$ cat src/rtl/wbuf_pkg.sv
package wbuf_pkg;
  typedef enum logic {
    REQ_READ  = 1'b0,
    REQ_WRITE = 1'b1
  } req_kind_e;
endpackage

$ cat src/rtl/wbuf_queue.sv
// Store queue: circular array of address/data pairs with a parallel address snoop.
module wbuf_queue #(
  parameter int AW    = 16,
  parameter int DW    = 32,
  parameter int DEPTH = 4,
  localparam int PW   = (DEPTH > 1) ? $clog2(DEPTH) : 1,
  localparam int CW   = PW + 1
) (
  input  logic          clk,
  input  logic          rst,
  input  logic          push,
  input  logic [AW-1:0] push_addr,
  input  logic [DW-1:0] push_data,
  input  logic          pop,
  output logic [AW-1:0] head_addr,
  output logic [DW-1:0] head_data,
  output logic          full,
  output logic          empty,
  input  logic [AW-1:0] snoop_addr,
  output logic          snoop_hit,
  output logic [DW-1:0] snoop_data
);
  logic [AW-1:0]    addr_mem [DEPTH];
  logic [DW-1:0]    data_mem [DEPTH];
  logic [DEPTH-1:0] vld;
  logic [PW-1:0]    wp, rp;
  logic [CW-1:0]    cnt;

  // payload storage: no reset, one write port
  always_ff @(posedge clk) begin
    if (push) begin
      addr_mem[wp] <= push_addr;
      data_mem[wp] <= push_data;
    end
  end

  always_ff @(posedge clk) begin
    if (rst) begin
      vld <= '0;
      wp  <= '0;
      rp  <= '0;
      cnt <= '0;
    end else begin
      if (push) begin
        vld[wp] <= 1'b1;
        wp      <= wp + 1'b1;
      end
      if (pop) begin
        vld[rp] <= 1'b0;
        rp      <= rp + 1'b1;
      end
      case ({push, pop})
        2'b10:   cnt <= cnt + 1'b1;
        2'b01:   cnt <= cnt - 1'b1;
        default: cnt <= cnt;
      endcase
    end
  end

  assign full      = (cnt == CW'(DEPTH));
  assign empty     = (cnt == '0);
  assign head_addr = addr_mem[rp];
  assign head_data = data_mem[rp];

  // walk oldest to youngest so the last match is the youngest
  always_comb begin
    snoop_hit  = 1'b0;
    snoop_data = '0;
    for (int i = 0; i < DEPTH; i++) begin
      logic [PW-1:0] idx;
      idx = rp + PW'(i);
      if (vld[idx] && addr_mem[idx] == snoop_addr) begin
        snoop_hit  = 1'b1;
        snoop_data = data_mem[idx];
      end
    end
  end

  a_r1_count_bound: assert property (@(posedge clk) disable iff (rst)
    cnt <= CW'(DEPTH));
  a_r1_count_matches_valid: assert property (@(posedge clk) disable iff (rst)
    $countones(vld) == int'(cnt));
  a_r10_no_push_when_full: assert property (@(posedge clk) disable iff (rst)
    push |-> !full);
  a_r3_no_pop_when_empty: assert property (@(posedge clk) disable iff (rst)
    pop |-> !empty);
endmodule

$ cat src/rtl/wbuf_memport.sv
// Memory request register and read-miss sequencing; reads go ahead of stores.
module wbuf_memport
  import wbuf_pkg::*;
#(
  parameter int AW = 16,
  parameter int DW = 32
) (
  input  logic          clk,
  input  logic          rst,
  input  logic          miss_start,
  input  logic [AW-1:0] miss_addr,
  output logic          rd_busy,
  output logic          rd_done,
  input  logic          wr_avail,
  input  logic [AW-1:0] head_addr,
  input  logic [DW-1:0] head_data,
  output logic          pop,
  output logic          mem_req_valid,
  input  logic          mem_req_ready,
  output logic          mem_req_write,
  output logic [AW-1:0] mem_req_addr,
  output logic [DW-1:0] mem_req_wdata,
  input  logic          mem_rsp_valid
);
  logic          req_v;
  req_kind_e     req_kind;
  logic [AW-1:0] req_addr;
  logic [DW-1:0] req_data;
  logic          rd_pend, rd_wait;
  logic [AW-1:0] rd_addr_q;
  logic          port_free, load_rd, load_wr;

  assign port_free = !req_v || mem_req_ready;
  assign load_rd   = port_free && rd_pend;
  assign load_wr   = port_free && !rd_pend && !rd_wait && !miss_start && wr_avail;
  assign pop       = load_wr;
  assign rd_busy   = rd_pend || rd_wait;
  assign rd_done   = rd_wait && mem_rsp_valid;

  always_ff @(posedge clk) begin
    if (rst) begin
      req_v     <= 1'b0;
      req_kind  <= REQ_READ;
      req_addr  <= '0;
      req_data  <= '0;
      rd_pend   <= 1'b0;
      rd_wait   <= 1'b0;
      rd_addr_q <= '0;
    end else begin
      if (miss_start) begin
        rd_pend   <= 1'b1;
        rd_addr_q <= miss_addr;
      end
      if (load_rd) begin
        req_v    <= 1'b1;
        req_kind <= REQ_READ;
        req_addr <= rd_addr_q;
        rd_pend  <= 1'b0;
        rd_wait  <= 1'b1;
      end else if (load_wr) begin
        req_v    <= 1'b1;
        req_kind <= REQ_WRITE;
        req_addr <= head_addr;
        req_data <= head_data;
      end else if (mem_req_ready) begin
        req_v <= 1'b0;
      end
      if (rd_done) rd_wait <= 1'b0;
    end
  end

  assign mem_req_valid = req_v;
  assign mem_req_write = (req_kind == REQ_WRITE);
  assign mem_req_addr  = req_addr;
  assign mem_req_wdata = req_data;

  a_r8_req_hold: assert property (@(posedge clk) disable iff (rst)
    mem_req_valid && !mem_req_ready |=>
      mem_req_valid && $stable(mem_req_write) && $stable(mem_req_addr) && $stable(mem_req_wdata));
  a_r4_read_launch: assert property (@(posedge clk) disable iff (rst)
    rd_pend && port_free |=> mem_req_valid && !mem_req_write);
  a_r7_no_store_while_waiting: assert property (@(posedge clk) disable iff (rst)
    rd_wait |-> !(mem_req_valid && mem_req_write));
  a_r7_one_read_at_a_time: assert property (@(posedge clk) disable iff (rst)
    miss_start |-> !rd_pend && !rd_wait);
endmodule

$ cat src/rtl/wbuf_top.sv
module wbuf_top #(
  parameter int AW    = 16,
  parameter int DW    = 32,
  parameter int DEPTH = 4
) (
  input  logic          clk,
  input  logic          rst,
  input  logic          wr_valid,
  input  logic [AW-1:0] wr_addr,
  input  logic [DW-1:0] wr_data,
  output logic          wr_full,
  input  logic          rd_valid,
  input  logic [AW-1:0] rd_addr,
  output logic          rd_ready,
  output logic          rd_resp_valid,
  output logic [DW-1:0] rd_resp_data,
  output logic          mem_req_valid,
  input  logic          mem_req_ready,
  output logic          mem_req_write,
  output logic [AW-1:0] mem_req_addr,
  output logic [DW-1:0] mem_req_wdata,
  input  logic          mem_rsp_valid,
  input  logic [DW-1:0] mem_rsp_data
);
  logic          push, pop, q_full, q_empty, hit;
  logic [AW-1:0] head_addr;
  logic [DW-1:0] head_data, hit_data;
  logic          rd_busy, rd_done, rd_accept, miss_start;

  assign push       = wr_valid && !q_full;
  assign wr_full    = q_full;
  assign rd_ready   = !rd_busy;
  assign rd_accept  = rd_valid && rd_ready;
  assign miss_start = rd_accept && !hit;

  wbuf_queue #(.AW(AW), .DW(DW), .DEPTH(DEPTH)) u_queue (
    .clk(clk), .rst(rst),
    .push(push), .push_addr(wr_addr), .push_data(wr_data),
    .pop(pop), .head_addr(head_addr), .head_data(head_data),
    .full(q_full), .empty(q_empty),
    .snoop_addr(rd_addr), .snoop_hit(hit), .snoop_data(hit_data)
  );

  wbuf_memport #(.AW(AW), .DW(DW)) u_port (
    .clk(clk), .rst(rst),
    .miss_start(miss_start), .miss_addr(rd_addr),
    .rd_busy(rd_busy), .rd_done(rd_done),
    .wr_avail(!q_empty), .head_addr(head_addr), .head_data(head_data), .pop(pop),
    .mem_req_valid(mem_req_valid), .mem_req_ready(mem_req_ready),
    .mem_req_write(mem_req_write), .mem_req_addr(mem_req_addr),
    .mem_req_wdata(mem_req_wdata), .mem_rsp_valid(mem_rsp_valid)
  );

  always_ff @(posedge clk) begin
    if (rst) begin
      rd_resp_valid <= 1'b0;
      rd_resp_data  <= '0;
    end else begin
      rd_resp_valid <= (rd_accept && hit) || rd_done;
      if (rd_accept && hit) rd_resp_data <= hit_data;
      else if (rd_done)     rd_resp_data <= mem_rsp_data;
    end
  end

  a_r5_forward_next_cycle: assert property (@(posedge clk) disable iff (rst)
    rd_accept && hit |=> rd_resp_valid && rd_ready);
  a_r6_return_after_rsp: assert property (@(posedge clk) disable iff (rst)
    rd_done |=> rd_resp_valid && rd_resp_data == $past(mem_rsp_data));
  a_r7_ready_drops_on_miss: assert property (@(posedge clk) disable iff (rst)
    miss_start |=> !rd_ready);
endmodule

$ cat config.mk
export PLATFORM = sky130hd
export DESIGN_NAME = wbuf_top
export DESIGN_NICKNAME = d
export VERILOG_FILES = /design/src/rtl/wbuf_pkg.sv /design/src/rtl/wbuf_queue.sv /design/src/rtl/wbuf_memport.sv /design/src/rtl/wbuf_top.sv
export SDC_FILE = /design/constraint.sdc
export NUM_CORES = 1
export LEC_CHECK = 0
export BUFFER_PORTS_ARGS = -buffer_cell sky130_fd_sc_hd__buf_4
export CAP_MARGIN = 30
export CELL_PAD_IN_SITES_DETAIL_PLACEMENT = 0
export CELL_PAD_IN_SITES_GLOBAL_PLACEMENT = 1
export CORE_MARGIN = 5
export CORE_UTILIZATION = 50
export CTS_BUF_LIST = sky130_fd_sc_hd__clkbuf_8
export CTS_CLUSTER_SIZE = 12
export DETAILED_ROUTE_END_ITERATION = 6
export GPL_TIMING_DRIVEN = 0
export PLACE_DENSITY_LB_ADDON = 0.1
export RECOVER_POWER = 25
export SYNTH_ARGS = -nofsm -noshare
export SYNTH_HDL_FRONTEND = slang
export SYNTH_SLANG_ARGS = --single-unit
$ cat constraint.sdc
create_clock -name clk -period 6.1 [get_ports clk]
set_input_delay 0.305 -clock clk [delete_from_list [all_inputs] [get_ports clk]]
set_output_delay 0.305 -clock clk [all_outputs]
set_load 0.01 [all_outputs]
==> results of run 1 <==
power by group:
group          internal (mW)  switching (mW)  leakage [nW]
Clock                   1.23           0.883         0.648
Sequential              2.48           0.190          2.69
Combinational           1.51            1.59          3.66
critical path, cell delays in order, from the launching register on:
cell and delay (ps):
dfxtp_1 400, buf_6 180, buf_12 170, buf_6 200, buf_8 220, buf_4 240, inv_1 110, ha_1 290
clkbuf_4 210, buf_6 260, buf_2 280, mux4_2 340, xnor2_1 330, nand2_1 90, nor2_1 190, o2111ai_4 210
a41o_1 280, buf_2 220, nand2_2 210, ha_1 210, inv_1 60, fa_1 370, xor2_1 160, or3_1 310
a21oi_1 130
worst max path at each step:
| stage | startpoint | endpoint | slack (ps) | depth (start not counted) |
|---|---|---|---|---|
| 2_1_floorplan | u_queue.rp[0] | u_queue.cnt[2] | 680 | 24 |
| 3_3_place_gp | u_queue.rp[0] | u_queue.cnt[2] | -1370 | 25 |
| 3_5_place_dp | u_queue.rp[0] | u_queue.cnt[2] | -1410 | 25 |
| 4_1_cts | u_queue.rp[0] | u_queue.cnt[2] | 10 | 24 |
| 5_1_grt | u_queue.rp[0] | u_queue.cnt[2] | 30 | 24 |
| 6_report | u_queue.rp[0] | u_queue.cnt[2] | 340 | 24 |
metrics by stage:
stage / total power [mW] / hold slack (ps) / TNS [ps] / util [%]
after floorplan: 4.78 / 404 / 0 / -
after global placement: 5.69 / 459 / -55500 / 55.6
after detailed placement: 5.73 / 463 / -55420 / 55.8
after CTS: 7.91 / 1.73 / 0 / 61.6
after global routing: 8.28 / 45.3 / 0 / 61.4
final: 7.88 / 39.7 / 0 / 61.4
per-layer routing:
metal	GRT usage [%]	up-vias
met5	0	-
met4	9.52	0
met3	5.20	105
met2	46.1	724
met1	39.5	7067
li1	-	6159
cells by family after synthesis:
logic type,after synthesis,share of synthesized area [%]
and+or+nand+nor,317,9.91
DFF,306,45.2
AOI/OAI and AO/OA,302,11.1
muxes,208,25.1
buffers and inverters,191,4.78
xor gates and xnor gates,62,3.09
adders and majority gates,10,0.745
synthesized netlist by cell type, drive strengths merged (2+ instances only):
cell type and instances:
a211oi 36, a21oi 57, a22oi 10, a31oi 41
a41oi 11, and2 8, buf 64, clkbuf 81
dfxtp 114, edfxtp 192, ha 9, inv 46
mux2 9, mux2i 9, mux4 190, nand2 30
nand2b 5, nand3 115, nand4 17, nand4b 2
nor2 21, nor2b 33, nor3 37, nor3b 3
nor4 4, o2111ai 2, o211ai 34, o21ai 70
o21bai 32, o311ai 2, or2 34, or3 2
xnor2 59, xor2 3
flip-flops by register name, indices dropped and copies added (netlist names), named ones only:
| register | count |
|---|---|
| u_port.rd_addr_q | 16 |
| u_queue.vld | 4 |
| u_queue.cnt | 3 |
| u_port.rd_pend | 1 |
| u_queue.wp | 2 |
| rd_resp_data | 32 |
| u_port.rd_wait | 1 |
| u_port.mem_req_write | 1 |
| u_port.mem_req_addr | 16 |
| u_queue.rp | 2 |
| u_port.mem_req_valid | 1 |
| u_port.mem_req_wdata | 32 |
| rd_resp_valid | 1 |
| u_queue.addr_mem | 64 |
| u_queue.data_mem | 128 |
cell usage in the layout, fill, tap and decap left out, drive strengths merged, types with 20 or more instances in the layout:
cell,Yosys,routed
nand2,30,30
or2,34,34
a31oi,41,41
nor3,37,37
buf,64,200
a21oi,57,57
inv,46,57
o211ai,34,34
o21bai,32,32
nor2b,33,33
nand3,115,115
mux4,190,190
clkbuf,81,181
o21ai,70,70
nor2,21,21
clkinv,0,20
dfxtp,114,114
dlygate4sd3,0,79
edfxtp,192,192
a211oi,36,36
xnor2,59,59
layout make-up:
type / instances / area share, %
Timing Repair Buffer: 258 / 9.38
Buffer: 143 / 3.21
Antenna cell: 1 / 0.0115
Sequential cell: 306 / 37.1
Inverter: 46 / 0.796
Clock inverter: 40 / 1.79
Clock buffer: 59 / 3.74
Multi-Input combinational cell: 899 / 41.3
Tap cell: 461 / 2.66
timing repair:
| action | in CTS | in global routing |
|---|---|---|
| gates resized for setup | 14 | 7 |
| pin swaps | 1 | 2 |
| buffers inserted | 1 | 1 |
| setup endpoints to repair | 94 | 2 |
| hold buffers | 79 | 0 |
| hold endpoints to repair | 223 | 0 |
==> key figures, run 1 <==
Floorplan
  • Die footprint: 0.0395 sq mm
  • Initial Util: 50.4%
  • Die W: 199 microns
  • Ports: 187
  • Chip Height: 199 microns
  • FP Rows: 69
  • Placeable Area: 0.0353 sq mm

Timing
  • Tightest Pin Transition: 1010 ps
  • Setup WS post-layout: 340 ps
  • Final Hold Vio Count: 0
  • Final setup fails: 0
  • Max Clock Freq: 174 MHz
  • Worst clock skew: 28.6 ps
  • Min Clock Period, post-route: 5760 ps
  • Slew headroom: 32.6%
  • Max-slew violation count: 0
  • Final cycle utilization of the critical path: 94.4%
  • RSZ-0062 raised after global routing: false

Clocking
  • Total CTS buffers: 53
  • Clock Path Buffers: 3
  • Root Driver: clkbuf_8
  • CTS tree: built
  • Clock slew at reported path FFs: 70 ps
  • Worst-skew pair later-pin latency: 630 ps
  • CTS Sinks: 306
  • H-tree depth: 2

Logic synthesis
  • Post-synth cell types: 59
  • Yosys reg bits: 306
  • Post-Syn Area per Cell: 12.7 sq um
  • Synth top area cells: edfxtp_1 32%, mux4_2 24%, dfxtp_1 13%, nand3_1 2.9%, xnor2_1 2.9%
  • Synth warnings: 0
  • Synth async-reset ratio: 0%
  • Yosys top cell by area: edfxtp_1
  • Seq/Total Area, Yosys: 45.2%
  • Post-Syn Instances: 1396
  • Synthesized cell area: 0.0178 sq mm
  • Syn_nets: 1508
  • Post-synth EDFFs: 192
  • Main synth FF type: edfxtp_1
  • Top cell type's share of synthesized area: 32.4%

GRT
  • GRT Total Usage: 28.5%
  • Largest net degree at the start of global routing: 50
  • Number of global-route vias before repair: 13893
  • Global-route wire length before repair: 84800 microns
  • Grt total ovfl: 0
  • Initial antenna violation count: 0

Run status
  • Status: finished clean

Route
  • Detail Route met2 WL: 27200 microns
  • M1 WL: 22700 microns
  • Drt via density: 6.35
  • First-pass DRT Iterations: 5
  • Initial DRC Count: 1206
  • WL final: 56500 microns
  • Post-DRT Antenna Nets: 0
  • Top Metal Used: met4
  • Avg WL per Cell: 25.6 microns
  • Routed wl met3: 4920 microns
  • Total number of vias: 14055
  • DRC violations left: 0

Finish
  • Area growth syn-to-layout: 21.9%
  • Reg area: 0.00805 sq mm
  • Final Non-Filler Cells: 2213
  • Ratio of cells with drive above 1 in the final layout: 30.2%
  • Post-route cell area: 0.0217 sq mm
  • Fillers: 2877
  • Area of the multi-input gates: 0.00896 sq mm
  • Nets: 1819

Setup path
  • Reg-to-reg endpoint: u_queue.cnt[2]
  • R2R depth: 24
  • Reg-to-Reg Start: u_queue.rp[0]
  • Critical path peak fanout: 19
  • Reg2reg setup slack: 340 ps
  • Kind of critical path: reg2reg
  • Arrival time worst endpoint: 6310 ps
  • Worst endpoint required time: 6650 ps
  • Crit path launch type: flip-flop
  • Crit. End Element: flip-flop

Placement
  • GPL Wtd Cong: 0.900
  • IO buf count: 169
  • Placed Area: 0.0197 sq mm
  • Post-DP HPWL: 40100 microns
  • Placed Cells: 2030
  • Pre-CTS setup slack: -1410 ps

Hold path
  • WHS Path Cells: 3
  • Hold Path Sink: rd_resp_data[21]
  • Hold Startpoint: mem_rsp_data[21]
  • HP Class: in2reg

Power and ir drop
  • Peak VDD IR: 294 uV
  • Power density cells: 363 mW/mm^2
  • Lkg Pwr: 7.00 nW

Flow run
  • Max-cap violations: 0
Note: power is estimated with default switching activity, not from simulation.
==> run 2, diff against run 1 <==
==> constraint.sdc (replaced) <==
create_clock -name clk -period 5.3 [get_ports clk]
set_input_delay 0.265 -clock clk [delete_from_list [all_inputs] [get_ports clk]]
set_output_delay 0.265 -clock clk [all_outputs]
set_load 0.01 [all_outputs]
==> run 2 against run 1 <==
  * Via count is 0.26% higher
  * Clock power is 4% higher
  * Register-to-register slack worse by 120 ps
  * Global-route usage is 0.62 points higher
  * Combinational power is 19% higher
  * First-iteration DRC count is 2.2% higher
  * Highest routed layer unchanged
==> key figures, run 2 (synthesis results as in run 1) <==
Run status
  • Status: finished clean

Finish
  • Max reg flops: 128 (unchanged)
  • Fillers: 2845 (-1.1%)
  • Top reg by flops: u_queue.data_mem
  • Commonest non-fill, non-tap cell in the layout: edfxtp_1
  • Ratio of cells with drive above 1 in the final layout: 31.1% (+0.87 points)
  • Area growth syn-to-layout: 23.0%
  • Commonest non-fill, non-tap cells in the layout: 192 x edfxtp_1, 190 x mux4_2, 150 x buf_4
  • Nets: 1832 (+0.71%)
  • Largest regs: u_queue.data_mem x128, u_queue.addr_mem x64
  • # diodes: 0 (-1)

Power and ir drop
  • Switching share of power: 34.2% (+0.43 points)
  • Peak VDD IR: 240 uV (-18%)
  • NetSw: 3.07 mW (+15%)
  • Power density cells: 410 mW/mm^2 (+13%)
  • Reg power frac: 34.2% (+0.4 points)
  • Clock share of power: 24.6% (-2.2 points)
  • Logic pwr share: 41.2% (+1.9 points)
  • Lkg Pwr: 7.13 nW (+1.9%)
  • Pint: 5.91 mW (+13%)
  • Pwr Total: 8.98 mW (+14%)

Timing
  • Final cycle utilization of the critical path: 95.8% (+1.4 points)
  • Final setup fails: 0 (unchanged)
  • Setup WS post-layout: 220 ps (-120 ps)
  • Tightest Pin Transition: 980 ps (-30.9 ps)
  • Worst clock skew: 37.0 ps (+8.39 ps)
  • Min Clock Period, post-route: 5080 ps (-680 ps)
  • Slew headroom: 34.7% (+2.1 points)
  • Final Hold Vio Count: 0 (unchanged)
  • Max-slew violation count: 0 (unchanged)
  • Max Clock Freq: 197 MHz (+13%)

Setup path
  • Max stage delay on crit path: 370 ps (-30 ps)
  • Cell Chain, Critical Path: buf_8 -> buf_12 -> buf_12 -> buf_16 -> buf_8 -> inv_1 -> ha_1 -> buf_6 -> buf_12 -> buf_8 -> mux4_2 -> xnor2_2 -> nand4_1 -> nor3_4 -> o2111ai_4 -> a41o_1 -> buf_4 -> nand2_4 -> ha_2 -> inv_1 -> fa_1 -> xor2_1 -> or3_1 -> a21oi_1
  • Worst endpoint required time: 5860 ps (-790 ps)
  • Arrival time worst endpoint: 5640 ps (-670 ps)
  • Start point of the critical path: u_queue.rp[0]
  • Crit path launch type: flip-flop
  • Crit. End Element: flip-flop
  • Critical path peak fanout: 10 (-9)
  • Slowest stage cell, crit path: dfxtp_2
  • Kind of critical path: reg2reg
  • Buf/Inv on CP: 11 (unchanged)
  • Reg-to-Reg Start: u_queue.rp[0]
  • Cell family with most CP delay: buffers and inverters

Floorplan
  • Ports: 187 (unchanged)
  • Chip Height: 199 microns (unchanged)
  • Initial Util: 50.4% (unchanged)
  • Die W: 199 microns (unchanged)
  • FP Rows: 69 (unchanged)
  • Placeable Area: 0.0353 sq mm (unchanged)
  • Die footprint: 0.0395 sq mm (unchanged)

GRT
  • Initial antenna violation count: 0 (unchanged)
  • GRT Total Usage: 29.2% (+0.62 points)
  • Grt total ovfl: 0 (unchanged)
  • Largest net degree at the start of global routing: 38 (-24%)
  • Number of global-route vias before repair: 14176 (+2.0%)
  • Global-route wire length before repair: 86700 microns (+2.2%)

Route
  • Post-DRT Antenna Nets: 0 (unchanged)
  • Total number of vias: 14091 (+0.26%)
  • Drt via density: 6.34 (-0.24%)
  • DRC violations left: 0 (unchanged)
  • First-pass DRT Iterations: 5 (unchanged)
  • WL final: 57700 microns (+2.1%)
  • Avg WL per Cell: 26.0 microns (+1.6%)
  • Initial DRC Count: 1232 (+2.2%)

Clocking
  • Clock Path Buffers: 3 (unchanged)
  • Worst-skew pair later-pin latency: 650 ps (+20 ps)
  • CTS Sinks: 306 (unchanged)
  • CTS tree: built
  • Total CTS buffers: 53 (unchanged)
  • Clock slew at reported path FFs: 60 ps (about the same)
  • Root Driver: clkbuf_8
  • H-tree depth: 2 (unchanged)

Placement
  • GPL Wtd Cong: 0.889 (-1.3%)
  • Pre-CTS setup slack: -1870 ps (-464 ps)
  • Post-DP HPWL: 41500 microns (+3.4%)
  • IO buf count: 169 (unchanged)

Hold path
  • HP Class: in2reg
  • Hold Startpoint: rd_addr[2]

Flow run
  • Max-cap violations: 0 (unchanged)
==> run 2: cell types whose count changed in the layout (fill, tap and decap cells not counted), sizes merged <==
| cell | delta |
|---|---|
| dlygate4sd3 | +2 |
| clkinvlp | -1 |
| clkbuf | +1 |
| inv | +7 |
| buf | +14 |
| bufinv | -5 |
| clkinv | -6 |
| diode | -1 |
==> run 2: path summary, 6_finish.rpt <==
path	end	slack, ps	cells after the start
worst max-delay path	u_queue.cnt[2]	220	24
worst min-delay path	u_port.rd_addr_q[2]	60	3
worst max register to register	u_queue.cnt[2]	220	24
worst min register to register	u_port.mem_req_wdata[21]	470	2
==> run 2: area by class of cell <==
class                           count  area (sq um)  share of cell area [%]
Sequential cell                   306          8050                    36.8
Timing Repair Buffer              270          2190                    10.0
Inverter                           46           173                   0.789
Buffer                            144           769                    3.52
Multi-Input combinational cell    899          9020                    41.2
Clock inverter                     35           225                    1.03
Clock buffer                       63           867                    3.96
Tap cell                          461           577                    2.64
==> run 2: repair_timing <==
action	4_1_cts	5_1_grt
endpoints found under the hold margin	225	0
setup buffers	4	7
pin swaps	5	3
endpoints found under the setup margin	111	40
hold buffers	81	0
resized for setup	42	10
==> run 2: worst reg2reg max path, cell delays in order (launching register included) <==
cell,delay [ps]
dfxtp_2,370
buf_8,160
buf_12,120
buf_12,150
buf_16,130
buf_8,150
inv_1,90
ha_1,300
buf_6,160
buf_12,170
buf_8,160
mux4_2,340
xnor2_2,240
nand4_1,180
nor3_4,290
o2111ai_4,180
a41o_1,270
buf_4,190
nand2_4,130
ha_2,210
inv_1,50
fa_1,370
xor2_1,160
or3_1,300
a21oi_1,130
==> run 2: per-stage QoR <==
step | std cells | TNS (ps) | hold slack [ps] | instance area [sq um] | util, %
2_1_floorplan | 1396 | 0 | 364 | 17800 | -
4_1_cts | 2217 | 0 | 23.6 | 21900 | 62.1
6_report | 2224 | 0 | 55.8 | 21900 | 62.0
3_5_place_dp | 2034 | -103810 | 462 | 19800 | 56.1
5_1_grt | 2224 | -12.4 | 89.4 | 21900 | 62.0
3_3_place_gp | 2026 | -102970 | 459 | 19600 | 55.6
==> run 2: power groups by stage <==
stage | logic [mW] | clock network (mW) | registers [mW]
6_report | 3.70 | 2.20 | 3.07
5_1_grt | 3.96 | 2.36 | 3.10
3_3_place_gp | 3.44 | 0 | 3.11
4_1_cts | 3.69 | 2.25 | 3.07
3_5_place_dp | 3.52 | 0 | 3.12
2_1_floorplan | 2.41 | 0 | 3.10
==> run 2: layer usage <==
metal / vias up / global-route usage, % / wire length (microns)
met5: - / 0 / 0
li1: 6187 / - / -
met2: 691 / 46.6 / 27500
met1: 7085 / 38.9 / 22700
met4: 0 / 10.9 / 2080
met3: 128 / 7.55 / 5420
